===== config.mk =====
export PLATFORM = sky130hd
export DESIGN_NAME = wsel_shifter
export DESIGN_NICKNAME = d
export VERILOG_FILES = /design/src/rtl/wsel_shifter.sv
export SDC_FILE = /design/constraint.sdc
export NUM_CORES = 1
export LEC_CHECK = 0
export ABC_AREA = 1
export BUFFER_PORTS_ARGS = -buffer_cell sky130_fd_sc_hd__buf_2
export CAP_MARGIN = 30
export CELL_PAD_IN_SITES_DETAIL_PLACEMENT = 0
export CELL_PAD_IN_SITES_GLOBAL_PLACEMENT = 1
export CORE_ASPECT_RATIO = 2
export CORE_MARGIN = 4
export CORE_UTILIZATION = 35
export DETAILED_ROUTE_END_ITERATION = 7
export GPL_TIMING_DRIVEN = 0
export PLACE_DENSITY = 0.88
export SYNTH_ARGS = -nofsm -noshare
export SYNTH_HDL_FRONTEND = slang
export SYNTH_SLANG_ARGS = --single-unit

===== constraint.sdc =====
create_clock -name vclk -period 1.83
set_clock_uncertainty 0.15 [all_clocks]
set_input_delay 0.0915 -clock vclk [all_inputs]
set_output_delay 0.0915 -clock vclk [all_outputs]
set_load 0.02 [all_outputs]

===== src/rtl/wsel_shifter.sv =====
module wsel_shifter #(
  parameter int W = 16
) (
  input  logic [W-1:0]         data_i,
  input  logic [2:0]           mode_i,
  input  logic [$clog2(W)-1:0] amt_i,
  output logic [W-1:0]         data_o
);

  localparam int SW = $clog2(W);
  localparam int HW = W / 2;
  localparam int LW = W / 4;

  localparam logic [2:0] M_PASS = 3'b000;
  localparam logic [2:0] M_SHL  = 3'b001;
  localparam logic [2:0] M_SHR  = 3'b010;
  localparam logic [2:0] M_ROR  = 3'b011;
  localparam logic [2:0] M_SWAP = 3'b100;
  localparam logic [2:0] M_SHUF = 3'b101;
  localparam logic [2:0] M_LANE = 3'b110;

  logic [SW-1:0]  offs;
  logic [W-1:0]   win_sel;
  logic [W-1:0]   bus_lo;
  logic [W-2:0]   bus_hi;
  logic [2*W-2:0] stage;
  logic [W-1:0]   win_out;
  logic [W-1:0]   swap_w;
  logic [W-1:0]   shuf_w;
  logic [W-1:0]   lane_w;

  // left shift reads the window W-amt up from the bottom; amt 0 wraps to offset 0
  assign offs = (mode_i == M_SHL) ? SW'(W - int'(amt_i)) : amt_i;

  genvar k, i, j;
  generate
    for (k = 0; k < W; k++) begin : g_dec
      assign win_sel[k] = (offs == SW'(k));
    end
  endgenerate

  assign bus_hi = (mode_i == M_SHL || mode_i == M_ROR) ? data_i[W-2:0] : '0;
  assign bus_lo = (mode_i == M_SHL && amt_i != '0) ? '0 : data_i;
  assign stage  = {bus_hi, bus_lo};

  generate
    for (i = 0; i < W; i++) begin : g_col
      logic [W-1:0] tap;
      for (k = 0; k < W; k++) begin : g_tap
        assign tap[k] = stage[i+k] & win_sel[k];
      end
      assign win_out[i] = |tap;
    end
  endgenerate

  assign swap_w = {data_i[HW-1:0], data_i[W-1:HW]};

  generate
    for (j = 0; j < HW; j++) begin : g_shuf
      assign shuf_w[2*j]   = data_i[j];
      assign shuf_w[2*j+1] = data_i[j+HW];
    end
  endgenerate

  assign lane_w = {data_i[4*LW-1:3*LW], data_i[2*LW-1:LW],
                   data_i[3*LW-1:2*LW], data_i[LW-1:0]};

  always_comb begin
    case (mode_i)
      M_PASS:                data_o = data_i;
      M_SHL, M_SHR, M_ROR:   data_o = win_out;
      M_SWAP:                data_o = swap_w;
      M_SHUF:                data_o = shuf_w;
      M_LANE:                data_o = lane_w;
      default:               data_o = '0;
    endcase
  end

endmodule


Word-level counts from Yosys, hierarchy flattened
Cells that the tools add are included.
{ "totals": {"input_bits": 23, "reg_bits": 0, "word_cells": 304, "output_inout_bits": 16} }
{ "classes": {"mux": 4, "n_bitwise": 256, "add_sub_neg": 1, "reduce_logical": 22, "eq_ne": 21} }
{ "ops": {"columns": ["cell", "count"], "rows": [
  ["1-bit bitwise AND", 256],
  ["16-bit OR reduction", 16],
  ["16-bit one-hot mux with 5 select lines", 1],
  ["4-bit == test, second input constant", 8],
  ["4-bit by 3-bit == test with 1-bit output, second input constant", 4],
  ["16-bit two-way mux", 1],
  ["15-bit two-way mux", 1],
  ["3-bit == test, second input constant", 3],
  ["4-bit by 2-bit == test with 1-bit output, second input constant", 2],
  ["3-bit by 2-bit == test with 1-bit output, second input constant", 2],
  ["4-bit by 1-bit == test with 1-bit output, second input constant", 1],
  ["4-bit zero test", 1],
  ["4-bit two-way mux", 1],
  ["4-bit nonzero test", 1],
  ["1-bit by 4-bit subtractor with 4-bit output, first input constant", 1],
  ["3-bit by 1-bit == test with 1-bit output, second input constant", 1],
  ["3-bit zero test", 1],
  ["3-bit OR reduction", 1],
  ["1-bit logical AND", 1],
  ["1-bit logical OR", 1]
]} }

Depth between registers and ports, before layout
Gate-level depths: netlist of run 1.
{ "logic_depth": {"ltp_word": 6, "mapped_depth": 17, "depth_no_buf": 15} }

Worst setup path after synthesis of run 1
OpenSTA, ideal clock, no wires.
{ "synth_timing": {"path_type": "input-to-output", "from": "input amt_i[0]", "to": "output data_o[10]", "setup_slack_ns": -0.094, "required_ns": 1.588, "n_path_buf": 2, "arrival_ns": 1.682, "path_stages": 15, "path_cell_list": "inv_2 ha_1 xor2_1 nand2_1 nand2_1 buf_4 nand3_2 buf_2 nor2_1 nor2_1 nand2_1 nor2_1 nand2_1 nand2_1 nand2_1"} }
{ "synth_between": {"elab_chain_cells": 6, "elab_cells_between_ends": 39, "classes_between": "1 x add/sub; 15 x eq/ne; 3 x mux; 16 x bitwise; 4 x reduce/logical"} }
{ "synth_lines": {"columns": ["item", "line", "source"], "rows": [
  ["from (decl)", "6", "input logic [$clog2(W)-1:0] amt_i,"],
  ["1-bit by 4-bit subtractor with 4-bit output or 4-bit nonzero test (tied branches)", "33, 43", null],
  ["4-bit two-way mux or 1-bit logical AND (tied branches)", "33, 43", null],
  ["4-bit by 1-bit == test with 1-bit output (tied with other cells)", "38", "assign win_sel[k] = (offs == SW'(k));"],
  ["1-bit bitwise AND", "50", "assign tap[k] = stage[i+k] & win_sel[k];"],
  ["16-bit OR reduction *", "52", "assign win_out[i] = |tap;"],
  ["16-bit one-hot mux with 5 select lines *", "69", "case (mode_i)"],
  ["to (decl)", "7", "output logic [W-1:0] data_o"]
]} }
Mark *: on every way between the ends. The rest lies on a longest branch, timed or not.

Worst setup path after layout of run 1
{ "layout_timing": {"from": "input mode_i[2]", "to": "output data_o[6]"} }
{ "layout_between": {"elab_chain_cells": 6, "elab_cells_between_ends": 47, "classes_between": "21 x eq/ne; 4 x mux; 16 x bitwise; 6 x reduce/logical"} }
{ "layout_lines": {"columns": ["item", "line", "source"], "rows": [
  ["from (decl)", "5", "input logic [2:0] mode_i,"],
  ["3-bit by 1-bit == test with 1-bit output or 3-bit by 2-bit == test with 1-bit output (tied branches)", null, null],
  ["4-bit two-way mux (tied with other cells)", "33", "assign offs = (mode_i == M_SHL) ? SW'(W - int'(amt_i)) : amt_i;"],
  ["4-bit by 1-bit == test with 1-bit output (tied with other cells)", "38", null],
  ["1-bit bitwise AND", "50", null],
  ["16-bit OR reduction", "52", null],
  ["16-bit one-hot mux with 5 select lines *", "69", null]
]} }
Marked as above.

==> metrics.csv, run 1 <==
metric;value;unit
netlist_instances;791;
power;0.00140;W
dpl_cell_area;3820;µm²
antennaDiodeCount;0;
die-height;148;µm
seq_cells;0;
die_w;77.9;µm
fin_area;5250;µm²
die_area;11500;µm²
antenna_found_initial;0;
rsz0062_at_grt;yes;
gr-total-overflow;0;
setup_viol;16;
relSlewSlack;0.457;
fin_crit;2230;ps
io_pins;39;
power_density;268;nW/µm²
path_class;in -> out;
met2_usage;0.549;
hold_buffers;0;
area_growth;53.7;%
synth_cell_types;28;
dr.pass1.iters;5;
p_leak;2.71;nW
final_nets;910;
row_count;50;
path_max_fanout;7;
hold_viol_final;0;
fillCellCount;952;
yosysTopAreaCell;nor2_1;
start_kind;primary input;
finalCritPeriodShare;1.22;
drc;0;
cpPeakStageDelay;190;ps
multiInputGateArea;3410;µm²
io_buffers;39;
ys_seq_area_frac;0;
worst_pin_slew;812;ps
regArea;0;µm²
core;9450;µm²
grt_max_degree;11;
layout-drive-gt1-share;0.300;
whs_path_depth;4;
hpwl;12.7;mm
min_path_type;in -> out;
ant_nets;0;
ys_warn_count;0;
peakVddDrop;0.000154;V
syn_nets;817;
drv_slew;0;
worst_setup_path_end_kind;output port;
crit_path_top_delay_cell;nor2_4;
syn_area;3420;µm²
initial_core_util;0.362;
synthTopCellsByArea;nor2_1 (27%), nand2_1 (23%), nand3_1 (17%), inv_1 (11%), nand4_1 (2.9%);
avgRoutedWirePerCell;18.0;µm
max_cap_violations;0;
grtUsageMet3;0.0323;
crit_path_cell_trace;buf_8 > inv_8 > nand2_8 > nor2_4 > nand2_2 > nand2_2 > nand2_4 > buf_8 > nand3_4 > buf_6 > nor2_2 > nor2_1 > nand2_1 > nor2_4 > nand2_1 > nand2_1 > nand2_2 > buf_6;
cp.arrival;1990;ps
required;1590;ps
synth_top_area_frac;0.269;
finalWirelength;18.2;mm
violations;negative setup slack;
status;complete, but fails checks;
fmax;0.449;GHz
via_count;5662;
via_per_inst;5.59;
grt_pass1_wl;28.3;mm
place.gp.congestion;0.976;
worst_slack;-397;ps
clock_buffers;0;
grt_use_total;0.309;
gr-usage-met1;0.328;
gr-max-usage-layer;met2;
drt_iter0_markers;609;
syn_area_per_cell;4.32;µm²
first_global_vias;5361;
## per-stage QoR
| stage | setup slack [ps] | utilization | TNS (ps) | hold slack (ps) | std cells |
|---|---|---|---|---|---|
| finish | -397 | 0.556 | -5880 | 377 | 1012 |
| global route | -513 | 0.556 | -7470 | 409 | 1012 |
| CTS | -354 | 0.520 | -5050 | 398 | 1001 |
| detailed placement | -887 | 0.404 | -11980 | 418 | 960 |
| global placement | -900 | 0.404 | -12210 | 416 | 960 |
| floorplan | 2.94 | - | 0 | 199 | 791 |
## area by class of cell
type               count  share of cell area
multi-input cells    644               0.650
repair buffers        93               0.165
inverters            107              0.0837
plain buffers         38              0.0703
well taps            130              0.0310
## repair_timing
item,CTS,global route
gates resized for setup,204,69
pin swaps,49,39
setup buffers,33,10
cloned,10,2
endpoints found under the setup margin,16,16
## logic make-up after synthesis
| logic type | after synthesis | share of synthesized area |
|---|---|---|
| xor+xnor | 2 | 0.00513 |
| fa+ha+maj | 3 | 0.0110 |
| buf+inv | 147 | 0.174 |
| simple gates | 608 | 0.749 |
| compound gates | 31 | 0.0604 |
## synthesized netlist by cell type
cell type and n:
nand3_2 8, nor2_1 245, clkinv_1 2, nand3b_1 1, nor2_2 3, nand3_1 119, nand2_4 1, nor3_1 2
nor2_4 2, xor2_1 1, a221oi_1 8, buf_2 19, o22ai_1 12, inv_1 101, nand4_1 16, buf_4 1
clkbuf_1 13, xnor2_1 1, o21ai_0 1, a21oi_1 8, o221ai_1 1, nand2_2 1, nand2_1 210, buf_6 2
ha_1 3, a22oi_1 1, inv_2 4, buf_1 5
## path summary, 6_finish.rpt
kind         to  startpoint
min   data_o[1]   data_i[1]
max   data_o[6]   mode_i[2]
## placed cells by master (no fill, tap or decap), types with 16 or more instances in the layout
master | Yosys | routed
buf_4 | 1 | 42
nand2_1 | 210 | 150
nor2_4 | 2 | 18
nand2_2 | 1 | 50
nand3_1 | 119 | 104
nand4_1 | 16 | 16
buf_2 | 19 | 26
nor2_1 | 245 | 213
buf_6 | 2 | 32
nor2_2 | 3 | 19
inv_1 | 101 | 94
## worst max-delay path: cells and delay by family
family,cells,cell delay [ps]
buffers and inverters,5,610
AND/OR/NAND/NOR,13,1260
## routing by layer
metal	share of wire	wire length (µm)	vias to the layer above
li1	-	-	2657
met1	0.33	5960	2517
met2	0.49	9000	359
met3	0.071	1300	129
met4	0.11	1930	0
met5	0	0	-
## power breakdown
group / switching, W / internal [W] / total (W) / leakage [nW]
registers: 0 / 0 / 0 / 0
logic: 0.000875 / 0.000530 / 0.00140 / 2.71
clock network: 0 / 0 / 0 / 0
Note: power is estimated with default switching activity, not from simulation.
==> inputs of run 2 (changes only) <==
--- a/config.mk
+++ b/config.mk
@@ -13,8 +13,8 @@
 export CORE_ASPECT_RATIO = 2
 export CORE_MARGIN = 4
-export CORE_UTILIZATION = 35
+export CORE_UTILIZATION = 39
 export DETAILED_ROUTE_END_ITERATION = 7
 export GPL_TIMING_DRIVEN = 0
-export PLACE_DENSITY = 0.88
+export PLACE_DENSITY = 0.93
 export SYNTH_ARGS = -nofsm -noshare
 export SYNTH_HDL_FRONTEND = slang
==> constraint.sdc (replaced) <==
create_clock -name vclk -period 2.2
set_clock_uncertainty 0.15 [all_clocks]
set_input_delay 0 -clock vclk [all_inputs]
set_output_delay 0 -clock vclk [all_outputs]
set_load 0.02 [all_outputs]
==> run 2 against run 1 <==
Net effect:
- the run now ends clean
- sequential cell count unchanged
- count of clock-buffer cells in the layout unchanged
- sequential share of layout area unchanged
- critical path depth is 1 higher
- first-iteration DRC count down 13%
- via count decreased by 1.0%
- final cell count fell by 5.4%
- die area decreased by 9.5%
- worst setup slack gained 430 ps
- largest cell class unchanged
- largest power group unchanged
==> metrics.csv, run 2 (synthesis results as in run 1) <==
metric;value;unit;change
fmax;0.461;GHz;
finalWirelength;17.1;mm;-5.8%
initial_core_util;0.398;;+0.0361
row_count;48;;-4.0%
io_pins;39;;unchanged
dpl.cell_count;930;;-3.1%
core;8590;µm²;-9.1%
final_nets;885;;-2.7%
hpwl;12.4;mm;-1.7%
power;0.00101;W;-28%
met2_usage;0.518;;-0.0316
start_kind;primary input;;
die_w;74.2;µm;-4.7%
finalCritPeriodShare;0.985;;
path_class;in -> out;;
p_leak;2.55;nW;-5.8%
status;finished, final reports clean;;
dr.pass1.iters;5;;unchanged
gr-usage-met1;0.339;;+0.0105
seq_cells;0;;unchanged
power_density;216;nW/µm²;-19%
layout-drive-gt1-share;0.225;;-0.0752
max_cap_violations;0;;unchanged
fin_util;0.542;;-0.0142
gr-total-overflow;0;;unchanged
peakVddDrop;0.000112;V;-27%
final_cells;957;;-5.4%
grtUsageMet3;0.0489;;+0.0165
cp-endpoint;data_o[13];;
cp.arrival;2020;ps;+30 ps
die-height;140;µm;-5.0%
grt_max_degree;11;;unchanged
hold_viol_final;0;;unchanged
min-delay-start;data_i[1];;
fin_crit;2170;ps;
drc;0;;unchanged
antennaDiodeCount;0;;unchanged
via_per_inst;5.86;;+4.7%
gr-max-usage-layer;met2;;
avgRoutedWirePerCell;17.9;µm;-0.43%
grt_use_total;0.313;;+0.00393
worst_pin_slew;907;ps;+94.5 ps
area_growth;36.2;%;
first_global_vias;4899;;-8.6%
drv_slew;0;;unchanged
drt_iter0_markers;530;;-13%
grt_pass1_wl;25.4;mm;-10%
worst_setup_path_end_kind;output port;;
min_path_type;in -> out;;
clock_buffers;0;;unchanged
rsz0062_at_grt;yes;;
fin_area;4650;µm²;-11%
relSlewSlack;0.393;;-0.0633
regArea;0;µm²;unchanged
hold_buffers;0;;unchanged
place.gp.congestion;1.05;;+7.3%
die_area;10400;µm²;-9.5%
dpl_cell_area;3740;µm²;-2.2%
required;2050;ps;+460 ps
ant_nets;0;;unchanged
final_cell_mix;nor2_1 (226), nand2_1 (180), nand3_1 (108);;
crit_start;mode_i[2];;
final_common_cell;nor2_1;;
antenna_found_initial;0;;unchanged
setup_viol;0;;-16
path_max_fanout;7;;unchanged
via_count;5604;;-1.0%
io_buffers;39;;unchanged
run 2: where the power goes:
group          internal [W]  leakage (nW)  total, W  switching (W)
Sequential                0             0         0              0
Clock                     0             0         0              0
Combinational      0.000342          2.55   0.00101       0.000664
run 2: per-stage QoR:
stage / hold slack [ps] / setup WS [ps] / TNS (ps)
6_report: 237 / 32.6 / 0
5_1_grt: 250 / -47.8 / -212
4_1_cts: 237 / -0.801 / -1.36
3_5_place_dp: 237 / -238 / -2870
3_3_place_gp: 230 / -232 / -2800
2_1_floorplan: 49.6 / 459 / 0
run 2: timing repair:
action                     4_1_cts  5_1_grt
pin swaps                        9       27
resized for setup               77      124
gates cloned                     2        3
setup endpoints to repair       16       16
buffers inserted                11       13
run 2: metal layers:
| layer | part of all wire | routed length [µm] | vias to the layer above |
|---|---|---|---|
| met5 | 0 | 0 | - |
| met4 | 0.11 | 1860 | 0 |
| met3 | 0.082 | 1400 | 142 |
| met2 | 0.48 | 8270 | 373 |
| met1 | 0.33 | 5590 | 2482 |
| li1 | - | - | 2607 |
run 2: worst max-delay path: stages:
cell and delay, ps:
buf_6 110, inv_6 70, nand2_8 70, nor2_4 190, buf_6 140, nand3_4 130
nand2_8 170, nor2_4 60, buf_6 140, buf_6 130, nand3_1 80, nand2_1 90
inv_1 80, nand2_2 60, nor2_2 110, nand2_2 100, nand2_2 80, nand2_2 70
buf_6 140
run 2: worst min path at each step:
stage	endpoint	slack, ps	cells after the start
after global placement	data_o[1]	230	4
final	data_o[1]	240	4
after floorplan	data_o[12]	50	2
after detailed placement	data_o[1]	240	4
after global routing	data_o[1]	250	4
after CTS	data_o[1]	240	4
run 2: cell type report:
type / instances / area (µm²)
buffer: 38 / 333
fill: 942 / 3940
inverter: 107 / 418
multi-input combinational: 645 / 3220
tap: 100 / 125
timing repair buffer: 67 / 559
==> inputs of run 3 (changes only) <==
==> constraint.sdc (replaced) <==
create_clock -name vclk -period 2.2
set_clock_uncertainty 0.15 [all_clocks]
set_input_delay 0 -clock vclk [all_inputs]
set_output_delay 0 -clock vclk [all_outputs]
set_load 0.005 [all_outputs]
==> run 3 against run 2 <==
Net effect:
- global-route usage increased by 0.23 points
- final cell count decreased by 0.10%
- count of clock-buffer cells in the layout unchanged
- critical path depth decreased by 1
- via count decreased by 0.86%
- wire length increased by 1.7%
- die area unchanged
- combinational power decreased by 9%
- worst setup slack got worse by 26 ps
- sequential cell count unchanged
- non-clock buffer count decreased by 1
- core utilization decreased by 2.1 points
==> metrics.csv, run 3 (synthesis results as in run 1) <==
metric;value;unit;change
finalCritPeriodShare;0.997;;+0.0117
die-height;140;µm;unchanged
area_growth;30.9;%;
crit_start;mode_i[2];;
relSlewSlack;0.361;;-0.0322
die_area;10400;µm²;unchanged
fmax;0.456;GHz;-1.2%
multiInputGateArea;3140;µm²;-2.4%
path_class;in -> out;;
io_buffers;39;;unchanged
fin_util;0.521;;-0.0210
p_leak;2.51;nW;-1.6%
grt_use_total;0.316;;+0.00226
cp.arrival;2040;ps;+20 ps
antenna_found_initial;0;;unchanged
drt_iter0_markers;562;;+6.0%
via_count;5556;;-0.86%
finalSetupTns;0;ps;unchanged
io_pins;39;;unchanged
fillCellCount;960;;+1.9%
avgRoutedWirePerCell;18.2;µm;+1.8%
max_cap_violations;0;;unchanged
dpl.cell_count;930;;unchanged
row_count;48;;unchanged
min_path_type;in -> out;;
setup_viol;0;;unchanged
dr.pass1.iters;5;;unchanged
drc;0;;unchanged
worst_slack;6.83;ps;-25.8 ps
cp-endpoint;data_o[14];;
drv_slew;0;;unchanged
dp_slack;-187;ps;+51.2 ps
worst_setup_path_end_kind;output port;;
ant_nets;0;;unchanged
gr-total-overflow;0;;unchanged
start_kind;primary input;;
antennaDiodeCount;0;;unchanged
final_nets;884;;-0.11%
required;2050;ps;about the same
via_per_inst;5.81;;-0.75%
hold_viol_final;0;;unchanged
seq_cells;0;;unchanged
peakVddDrop;0.000129;V;+15%
power_density;205;nW/µm²;-5.1%
whs_path_depth;4;;unchanged
hpwl;12.4;mm;unchanged
grt_max_degree;11;;unchanged
final_cells;956;;-0.10%
status;finished, final reports clean;;
clock_buffers;0;;unchanged
final_common_cell;nor2_1;;
die_w;74.2;µm;unchanged
regArea;0;µm²;unchanged
core;8590;µm²;unchanged
fin_crit;2190;ps;+25.8 ps
timing.hold.ws;189;ps;-48.1 ps
initial_core_util;0.398;;unchanged
grt_pass1_wl;25.5;mm;+0.43%
finalWirelength;17.4;mm;+1.7%
path_max_fanout;8;;+1
worst_pin_slew;955;ps;+48.1 ps
final_cell_mix;nor2_1 (234), nand2_1 (185), nand3_1 (112);;
place.gp.congestion;1.05;;unchanged
layout-drive-gt1-share;0.194;;-0.0313
first_global_vias;4841;;-1.2%
-- run 3: cell types whose count changed in the layout (fill, tap and decap cells not counted), moves of 4 or more --
cell	change
nor2_2	-7
nor2_1	+8
inv_2	-4
nand2_1	+5
nand2_4	+4
inv_1	+5
nand3_1	+4
buf_2	+13
buf_6	-10
clkbuf_2	-5
nand2_2	-7
-- run 3: per-layer routing --
metal  vias to the layer above  GRT usage  part of all wire
met5                         -          0                 0
li1                       2603          -                 -
met1                      2427      0.349              0.33
met4                         0      0.237             0.099
met3                       138     0.0402             0.086
met2                       388      0.525              0.49
-- run 3: power breakdown --
group,switching [W],internal [W]
logic,0.000608,0.000309
clock network,0,0
registers,0,0
total,0.000608,0.000309
-- run 3: what timing repair did --
item                       in CTS  in global routing
gates cloned                    2                  4
hold buffers                    0                  0
pin swaps                       3                 19
setup buffers                   6                 16
gates resized for setup        66                 82
setup endpoints to repair      16                 16
-- run 3: per-stage QoR --
step                power, W  instance area (µm²)
finish              0.000917                 4470
global route        0.000969                 4470
CTS                 0.000764                 4010
detailed placement  0.000694                 3740
global placement    0.000694                 3740
floorplan           0.000433                 3420
-- run 3: worst min-delay path by stage --
| stage | start | to | slack (ps) |
|---|---|---|---|
| after CTS | data_i[1] | data_o[1] | 190 |
| final | data_i[1] | data_o[1] | 190 |
| after detailed placement | data_i[1] | data_o[1] | 190 |
| after global routing | data_i[1] | data_o[1] | 200 |
| after floorplan | data_i[12] | data_o[12] | -40 |
| after global placement | data_i[1] | data_o[1] | 180 |
-- run 3: area by class of cell --
| cell class | count | area share |
|---|---|---|
| inverter | 107 | 0.0926 |
| timing repair buffer | 66 | 0.108 |
| tap | 100 | 0.0280 |
| multi-input combinational | 645 | 0.702 |
| buffer | 38 | 0.0691 |
-- run 3: critical path, cell delays in order --
cell and delay, ps:
buf_6 110, inv_8 60, buf_4 110, nand3_2 140, nand2_1 120, nand2_2 70, nor2_4 280, buf_6 150
nand3_4 120, buf_6 170, nor2_1 90, nor2_1 50, nand2_1 90, nor2_2 60, nand2_1 120, nand2_1 80
nand2_1 90, buf_2 110
